===== config.mk =====
export PLATFORM = sky130hd
export DESIGN_NAME = txn_filter
export DESIGN_NICKNAME = d
export VERILOG_FILES = /design/src/rtl/txn_filt_pkg.sv /design/src/rtl/filt_tgt_range.sv /design/src/rtl/filt_src_match.sv /design/src/rtl/txn_filter.sv
export SDC_FILE = /design/constraint.sdc
export NUM_CORES = 1
export LEC_CHECK = 0
export BUFFER_PORTS_ARGS = -buffer_cell sky130_fd_sc_hd__clkbuf_2
export CAP_MARGIN = 20
export CELL_PAD_IN_SITES_DETAIL_PLACEMENT = 1
export CELL_PAD_IN_SITES_GLOBAL_PLACEMENT = 2
export CORE_MARGIN = 1.5
export CORE_UTILIZATION = 15
export DETAILED_ROUTE_END_ITERATION = 16
export PLACE_DENSITY = 0.79
export SLEW_MARGIN = 20
export SYNTH_ARGS = -nofsm -noshare
export SYNTH_HDL_FRONTEND = slang
export SYNTH_SLANG_ARGS = --single-unit

===== constraint.sdc =====
create_clock -name clk -period 0.8 [get_ports clk]
set_input_delay 0.08 -clock clk [delete_from_list [all_inputs] [get_ports clk]]
set_output_delay 0.08 -clock clk [all_outputs]
set_load 0.02 [all_outputs]

===== src/rtl/txn_filt_pkg.sv =====
package txn_filt_pkg;
  // decoded filter enables taken from the control word
  typedef struct packed {
    logic master;
    logic tag_en;
    logic src_en;
    logic tgt_en;
  } filt_ctrl_t;

  localparam int CTL_MASTER_BIT = 1;
  localparam int CTL_TAG_BIT    = 2;
  localparam int CTL_SRC_BIT    = 4;
  localparam int CTL_TGT_BIT    = 5;
  localparam int FIELD_LO_POS   = 1;
endpackage


===== src/rtl/filt_tgt_range.sv =====
module filt_tgt_range #(
  parameter int ID_W = 11
) (
  input  logic [ID_W-1:0] lo_bound,
  input  logic [ID_W-1:0] hi_bound,
  input  logic [ID_W-1:0] id_in,
  output logic            pass_o
);
  logic window_ok;
  logic above_lo;
  logic below_hi;

  always_comb begin
    window_ok = (hi_bound != '0) && (hi_bound >= lo_bound);
    above_lo  = (id_in >= lo_bound);
    below_hi  = (id_in <= hi_bound);
    pass_o    = window_ok && above_lo && below_hi;
  end
endmodule


===== src/rtl/filt_src_match.sv =====
module filt_src_match #(
  parameter int ID_W = 11
) (
  input  logic [ID_W-1:0] cmp_val,
  input  logic [ID_W-1:0] ign_mask,
  input  logic [ID_W-1:0] id_in,
  output logic            pass_o
);
  logic [ID_W-1:0] diff_bits;

  genvar b;
  generate
    for (b = 0; b < ID_W; b++) begin : g_bit
      assign diff_bits[b] = (id_in[b] ^ cmp_val[b]) & ~ign_mask[b];
    end
  endgenerate

  assign pass_o = (diff_bits == '0);
endmodule


===== src/rtl/txn_filter.sv =====
module txn_filter
  import txn_filt_pkg::*;
#(
  parameter int ID_W  = 11,
  parameter int REG_W = 32
) (
  input  logic             clk,
  input  logic             rst_n,
  input  logic [REG_W-1:0] ctrl_word,
  input  logic [REG_W-1:0] srcid_word,
  input  logic [REG_W-1:0] tgtid_word,
  input  logic             txn_valid,
  input  logic [ID_W-1:0]  txn_src,
  input  logic [ID_W-1:0]  txn_tgt,
  input  logic             txn_tag,
  output logic             q_valid,
  output logic             q_count
);
  localparam int LO_MSB = FIELD_LO_POS + ID_W - 1;
  localparam int HI_LSB = LO_MSB + 1;
  localparam int HI_MSB = HI_LSB + ID_W - 1;

  filt_ctrl_t      ctl;
  logic [ID_W-1:0] tgt_min, tgt_max, src_cmp, src_msk;
  logic            tgt_pass, src_pass, tag_pass, all_pass;

  always_comb begin
    ctl.master = ctrl_word[CTL_MASTER_BIT];
    ctl.tag_en = ctrl_word[CTL_TAG_BIT];
    ctl.src_en = ctrl_word[CTL_SRC_BIT];
    ctl.tgt_en = ctrl_word[CTL_TGT_BIT];
  end

  assign tgt_min = tgtid_word[LO_MSB:FIELD_LO_POS];
  assign tgt_max = tgtid_word[HI_MSB:HI_LSB];
  assign src_cmp = srcid_word[LO_MSB:FIELD_LO_POS];
  assign src_msk = srcid_word[HI_MSB:HI_LSB];

  filt_tgt_range #(.ID_W(ID_W)) u_tgt (
    .lo_bound (tgt_min),
    .hi_bound (tgt_max),
    .id_in    (txn_tgt),
    .pass_o   (tgt_pass)
  );

  filt_src_match #(.ID_W(ID_W)) u_src (
    .cmp_val  (src_cmp),
    .ign_mask (src_msk),
    .id_in    (txn_src),
    .pass_o   (src_pass)
  );

  assign tag_pass = txn_tag;

  always_comb begin
    if (!ctl.master) begin
      all_pass = 1'b1;
    end else begin
      all_pass = (!ctl.tgt_en || tgt_pass) &&
                 (!ctl.src_en || src_pass) &&
                 (!ctl.tag_en || tag_pass);
    end
  end

  always_ff @(posedge clk or negedge rst_n) begin
    if (!rst_n) begin
      q_valid <= 1'b0;
      q_count <= 1'b0;
    end else begin
      q_valid <= txn_valid;
      q_count <= txn_valid && all_pass;
    end
  end

  AST_COUNT_NEEDS_VALID: assert property (@(posedge clk) disable iff (!rst_n)
    q_count |-> q_valid) else $error("count without valid");
  AST_VALID_FOLLOWS: assert property (@(posedge clk) disable iff (!rst_n)
    txn_valid |=> q_valid) else $error("valid not forwarded");
  AST_MASTER_OFF_PASS: assert property (@(posedge clk) disable iff (!rst_n)
    (txn_valid && !ctrl_word[CTL_MASTER_BIT]) |=> q_count) else $error("master off blocked");
  AST_ZERO_MAX_BLOCKS: assert property (@(posedge clk) disable iff (!rst_n)
    (txn_valid && ctrl_word[CTL_MASTER_BIT] && ctrl_word[CTL_TGT_BIT] &&
     (tgtid_word[HI_MSB:HI_LSB] == '0)) |=> !q_count) else $error("empty window passed");
  AST_TAG_REQUIRED: assert property (@(posedge clk) disable iff (!rst_n)
    (txn_valid && ctrl_word[CTL_MASTER_BIT] && ctrl_word[CTL_TAG_BIT] && !txn_tag)
    |=> !q_count) else $error("untagged passed");
endmodule


---- Word-level counts from Yosys, hierarchy flattened ----
Index checks and enable logic that the tools add are counted.
Widths: inputs -> output; s select.
storage, ports and cells
  register bits ........................... 2
  logic and storage cells ................. 53
  output and inout port bits .............. 2
  input port bits ......................... 122
cells by class
  mux-type cells .......................... 1
  bitwise gates (word level) .............. 33
  reductions and logical operators ........ 14
  order comparisons ....................... 3
operators with widths
  cell                number
  $ge 11x11->1        2
  $and 1x1->1         11
  $le 11x11->1        1
  $logic_not 11->1    1
  $not 1->1           11
  $reduce_bool 11->1  1
  $xor 1x1->1         11
  $logic_and 1x1->1   6
  $logic_not 1->1     3
  $logic_or 1x1->1    3
  $mux 1              1

---- Depth between registers and ports, before layout ----
Gate-level depths: netlist of run 1.
  depth in word-level cells ............... 9
  depth in mapped cells ................... 8
  mapped depth without buffers ............ 8

---- Modules after synthesis ----
From an unflattened synthesis of run 1, not the netlist that was laid out.
unflattened totals
  cells, all modules ...................... 135
  area, all modules ....................... 1014.7 um2
modules (own cells, without submodules)
  module          area each (um2)  times used  seq. area each (um2)  cells an instance
  filt_tgt_range  788.3            1           0.0                   108
  filt_src_match  148.9            1           0.0                   19
  txn_filter      77.6             1           50.0                  8

---- Worst setup path before layout of run 1 ----
OpenSTA, ideal clock, no wires.
  path kind ............................... input port to flip-flop
  start ................................... input tgtid_word[12]
  end ..................................... register q_count
  path slack .............................. -873 ps
  data arrival time ....................... 1544 ps
  cell stages on the path ................. 8
  data required time ...................... 671 ps
  library setup time ...................... 129 ps
  path buffers ............................ 0
  cell sequence ........................... inv_1 > ha_1 > nand2b_4 > a2111oi_4 > nor4_1 > or4_1 > o2111ai_1 > a31oi_1
on the way
  cells in the longest elaborated chain, start to end .. 9
  elaborated cells on any way between the ends .. 11
  classes of those cells .................. order compare (2); mux (1); reduce/logical (8)
RTL lines
  what                                                line                  source
  start, declared                                     txn_filter.sv:11      input logic [REG_W-1:0] tgtid_word,
  $ge 11x11->1 or $reduce_bool 11->1 (tied branches)  filt_tgt_range.sv:14  window_ok = (hi_bound != '0) && (hi_bound >= lo_bound);
  $logic_and 1x1->1                                   filt_tgt_range.sv:14
  $logic_and 1x1->1                                   filt_tgt_range.sv:17  pass_o = window_ok && above_lo && below_hi;
  $logic_and 1x1->1 *                                 filt_tgt_range.sv:17
  $logic_or 1x1->1 *                                  txn_filter.sv:59      all_pass = (!ctl.tgt_en || tgt_pass) &&
  $logic_and 1x1->1 *                                 txn_filter.sv:59
  $logic_and 1x1->1 *                                 txn_filter.sv:60      (!ctl.src_en || src_pass) &&
  $mux 1 *                                            txn_filter.sv:56      if (!ctl.master) begin
  $logic_and 1x1->1 *                                 txn_filter.sv:71      q_count <= txn_valid && all_pass;
  end signal, assigned                                txn_filter.sv:71
  end, declared                                       txn_filter.sv:17      output logic q_count
Every way passes the cells marked *; elsewhere a longest branch is shown, timed or not.

---- Worst setup path after layout of run 1 ----
Ends and elaborated chain as after synthesis.

==> results of run 1 <==
where the power goes:
group          internal, mW  total [mW]  switching [mW]
combinational         0.512       0.914           0.401
clock                 0.317       0.386          0.0690
sequential            0.109       0.112         0.00313
state kept, by name (all words and copies together), names as in the netlist:
register,count
q_valid,1
q_count,1
per-layer routing:
layer,wire (microns),vias up,global-route usage,part of all wire
met5,0,-,0,0
met4,18,0,0.0132,0.0047
met3,127,2,0.0124,0.033
met2,1990,28,0.190,0.52
met1,1680,618,0.130,0.44
li1,-,708,-,-
worst paths after layout:
check                               start      end  slack (ps)  cells after the start
min                          ctrl_word[5]  q_count          80                      2
max in group asynchronous           rst_n  q_valid         500                      2
max                        tgtid_word[12]  q_count        -790                      9
min in group asynchronous           rst_n  q_count         200                      2
metrics by stage:
step / TNS [ps] / total power, mW
after floorplan: -765 / 0.544
after global placement: -1090 / 0.978
after detailed placement: -1120 / 1.00
after CTS: -804 / 1.43
after global routing: -878 / 1.56
final: -787 / 1.41
layout by cell type, fill, tap and decap left out, types with 3 or more instances in the layout:
| cell | Yosys | final |
|---|---|---|
| clkbuf_8 | 0 | 3 |
| nand4_1 | 5 | 5 |
| nand3_1 | 4 | 4 |
| o22ai_1 | 5 | 5 |
| nand2_1 | 4 | 4 |
| ha_1 | 33 | 31 |
| buf_4 | 0 | 28 |
| clkbuf_2 | 0 | 72 |
| inv_1 | 25 | 23 |
| a21oi_1 | 10 | 10 |
| xnor2_1 | 11 | 11 |
| o21ai_0 | 4 | 4 |
| nor4_1 | 3 | 3 |
cells by family (layout without fill, tap and decap cells):
kind of cell	after synthesis	in the layout	share of synthesized area
adder cells (fa/ha/maj)	33	33	0.392
buffers and inverters	25	133	0.0892
AND/OR/NAND/NOR	28	28	0.159
AO/OA/AOI/OAI	34	34	0.220
flip-flops	2	2	0.0476
XOR/XNOR	11	11	0.0916
cell type report:
type | instances | area (sq um)
multi-input combinational | 106 | 945
timing repair buffer | 105 | 638
clock buffer | 3 | 41.3
sequential | 2 | 50.0
tap | 96 | 120
inverter | 25 | 106
fill | 844 | 4890
critical path, stage by stage:
cell and delay (ps):
clkbuf_16 130, inv_12 40, ha_4 180, nand2b_4 140, a2111oi_4 300, nor4_1 70, or4_1 530, o2111ai_2 90
a31oi_1 100
timing repair:
| item | in CTS | in global routing |
|---|---|---|
| endpoints found under the setup margin | 1 | 3 |
| hold endpoints to repair | 3 | 0 |
| hold buffers | 2 | 0 |
| resized for setup | 4 | 6 |
| pin swaps | 1 | 0 |
==> flow_summary.yaml, run 1 <==
status:
  outcome: "finished, violations left"
  violations: "setup timing"
logic_synthesis:
  ys_top_cells_by_area: "ha_1, xnor2_1, inv_1"
  post-synth-top-area-fraction: 0.392
  synthTopCellsByCount: "ha_1, inv_1, xnor2_1"
  ys_types: 32
  syn_area_sq_um: 1050
  yosys_warnings: 0
  synth_top_area_cell: "ha_1"
  synth_nets: 288
  syn_avg_cell_area_sq_um: 7.91
  ys_seq_area_frac: 0.0476
  syn_inst: 133
  async_flop_share: 1.00
  synth.most_common_cell: "ha_1"
  synth_edf_count: 0
  synth-main-ff-cell: "dfrtp_1"
  yosys_register_bits: 2
setup_path:
  end_kind: "register"
  worstSetupStartpointType: "primary input"
  required_ps: 880
  critPathKind: "primary input to register"
  crit_arrival_ps: 1660
  crit_path_max_fanout: 2
routing:
  initialDrtViolationCount: 13
  ant_nets: 0
  dr.pass1.iters: 4
  drc: 0
  via_per_inst: 4.02
  avgRoutedWirePerCell_microns: 11.3
  dr_total_vias: 1356
  drt-total-wl_mm: 3.81
timing:
  hold_ws_ps: 81.4
  worst_slew_pin_slew_ps: 298
  hold_viol_final: 0
  period_needed_ps: 1590
  fin_ws_ps: -787
  period_share: 1.98
  rsz0062_at_grt: "yes"
  slew_headroom: 0.800
  max_freq_mhz: 630
  slew_viol_final: 0
  final-setup-viol-count: 1
cells_and_area:
  nets: 398
  antenna_cells: 0
  layout-drive-gt1-share: 0.477
  areaGrowthSynthToFinish_pct: 80.6
  postLayoutCoreUtil: 0.280
  fin_area_sq_um: 1900
  instances_no_fill: 337
place:
  dp_hpwl_mm: 3.58
  gp_congestion: 0.751
  place_inst: 332
  dpl_cell_area_sq_um: 1800
  pre_cts_ws_ps: -1120
  io_buffers: 75
floorplan:
  io_pins: 124
  fp.coreArea_sq_um: 6790
  initial_core_util: 0.155
  die_area_sq_um: 7530
  die_w_microns: 86.8
  rows: 30
  die_y_microns: 86.8
grt:
  grt_max_degree: 4
  grt_usage: 0.103
  antenna_found_initial: 0
  grt_pass1_wl_mm: 6.26
  grt_overflow: 0
  first_global_vias: 1438
clocking:
  cts-buffers-inserted: 3
  cts_tree: "done"
  clockBufferDepth: 2
  h-tree-depth: 1
  cts_root_buffer: "clkbuf_8"
  clkTransAtPathRegs_ps: 30
  clock-sinks: 2
  cts_setup_buffers: 0
pwr:
  power_density_nw_per_um2: 743
  ir_drop_mv: 0.244
  leakage_nw: 1.04
job:
  drv_cap: 0
hold_path:
  hold_path.class: "primary input to register"
Power figures use the tool's default switching activity.
==> run 2: changes to the inputs <==
Settings changed: CORE_ASPECT_RATIO set to 0.6, RECOVER_POWER set to 50.
==> flow_summary.yaml, run 2 (synthesized netlist as in run 1, its figures left out) <==
place:
  gp_congestion: 0.806
  io_buffers: 75
  pre_cts_ws_ps: -1250
  dpl_cell_area_sq_um: 1810
  dp_hpwl_mm: 3.87
status:
  outcome: "finished, violations left"
  violations: "setup timing"
pwr:
  power.switching_mw: 0.531
  leakage_nw: 1.07
  internal-power_mw: 1.27
  pwr-share-clk: 0.412
  power_density_nw_per_um2: 920
  switching_share: 0.295
  comb_power_share: 0.526
  total_power_mw: 1.80
  ir_drop_mv: 0.765
  seq_power_share: 0.062
floorplan:
  die_area_sq_um: 7540
  initial_core_util: 0.156
  rows: 23
  io_pins: 124
  fp.coreArea_sq_um: 6730
  die_y_microns: 67.9
  die_w_microns: 111
routing:
  dr_total_vias: 1338
  initialDrtViolationCount: 32
  drt-total-wl_mm: 4.06
  via_per_inst: 4.04
  dr.pass1.iters: 4
  drc: 0
  avgRoutedWirePerCell_microns: 12.3
  ant_nets: 0
cells_and_area:
  nets: 401
  seq_area_sq_um: 50.0
  antenna_cells: 0
  layout-drive-gt1-share: 0.488
  nFillCells: 842
  final_cell_mix: "clkbuf_2, ha_1, buf_4, inv_1, xnor2_1"
  final_common_cell: "clkbuf_2"
  multi_input_area_sq_um: 956
  areaGrowthSynthToFinish_pct: 85.9
  fin_area_sq_um: 1960
  reg_top3: "q_count: 1 flops, q_valid: 1 flops"
grt:
  grt_max_degree: 4
  grt_usage: 0.106
  antenna_found_initial: 0
  grt_pass1_wl_mm: 6.34
  grt_overflow: 0
  first_global_vias: 1377
clocking:
  cts-buffers-inserted: 3
  clockBufferDepth: 2
  cts_tree: "done"
  cts_root_buffer: "clkbuf_16"
  h-tree-depth: 1
  clock-sinks: 2
  clkTransAtPathRegs_ps: 30
setup_path:
  worstSetupStartpointType: "primary input"
  critPathKind: "primary input to register"
  required_ps: 880
  end_kind: "register"
  crit_path_max_fanout: 2
  crit_arrival_ps: 1730
timing:
  max_freq_mhz: 604
  period_needed_ps: 1650
  slew_headroom: 0.759
  worst_slew_pin_slew_ps: 361
  slew_viol_final: 0
  hold_viol_final: 0
  period_share: 2.07
  fin_ws_ps: -855
  rsz0062_at_grt: "yes"
  final-setup-viol-count: 1
  hold_ws_ps: 82.5
hold_path:
  hold_path.class: "primary input to register"
job:
  drv_cap: 0
-- run 2: cell types whose count changed in the layout (fill, tap and decap cells not counted), sizes merged --
cell	delta
buf	+3
-- run 2: path summary, 6_finish.rpt --
path,slack [ps],depth (start not counted),from,end
setup / recovery,-850,9,tgtid_word[12],q_count
hold / removal,80,2,ctrl_word[1],q_count
min in group asynchronous,190,2,rst_n,q_count
max in group asynchronous,480,2,rst_n,q_valid
-- run 2: final cells by class --
cell class	count	share of cell area
clock buffer	3	0.0384
inverter	25	0.0544
multi-input combinational	106	0.489
sequential	2	0.0256
tap	87	0.0557
timing repair buffer	108	0.337
-- run 2: per-layer routing --
layer  wire length (microns)  vias up  share of wire  GRT usage
li1                        -      712              -          -
met1                    2110      600           0.52      0.156
met2                    1810       24           0.45      0.167
met3                     114        2          0.028    0.00974
met4                      19        0         0.0047     0.0222
met5                       0        -              0          0
-- run 2: worst max-delay path, stage by stage --
cell and delay (ps):
clkbuf_16 130, inv_12 40, ha_4 180, nand2b_4 140, a2111oi_4 340, nor4_2 70
or4_1 510, o2111ai_2 100, a31oi_1 130
-- run 2: power groups by stage --
stage / combinational (mW) / clock [mW] / sequential [mW]
final: 0.945 / 0.741 / 0.112
after floorplan: 0.423 / 0 / 0.120
after CTS: 0.945 / 0.749 / 0.111
after global routing: 1.06 / 0.771 / 0.113
after detailed placement: 0.914 / 0 / 0.112
after global placement: 0.882 / 0 / 0.111
-- run 2: per-stage QoR --
step                      instances  setup TNS [ps]  utilization
after CTS                       331            -896        0.287
after global placement          326           -1090        0.269
final                           331            -855        0.290
after floorplan                 133            -765            -
after global routing            331            -928        0.290
after detailed placement        326           -1250        0.269
-- run 2: timing repair --
action / CTS / global route
pin swaps: 2 / 0
hold buffers: 2 / 0
setup buffers: 0 / 0
endpoints found under the hold margin: 3 / 0
gates resized for setup: 4 / 8
endpoints found under the setup margin: 3 / 3
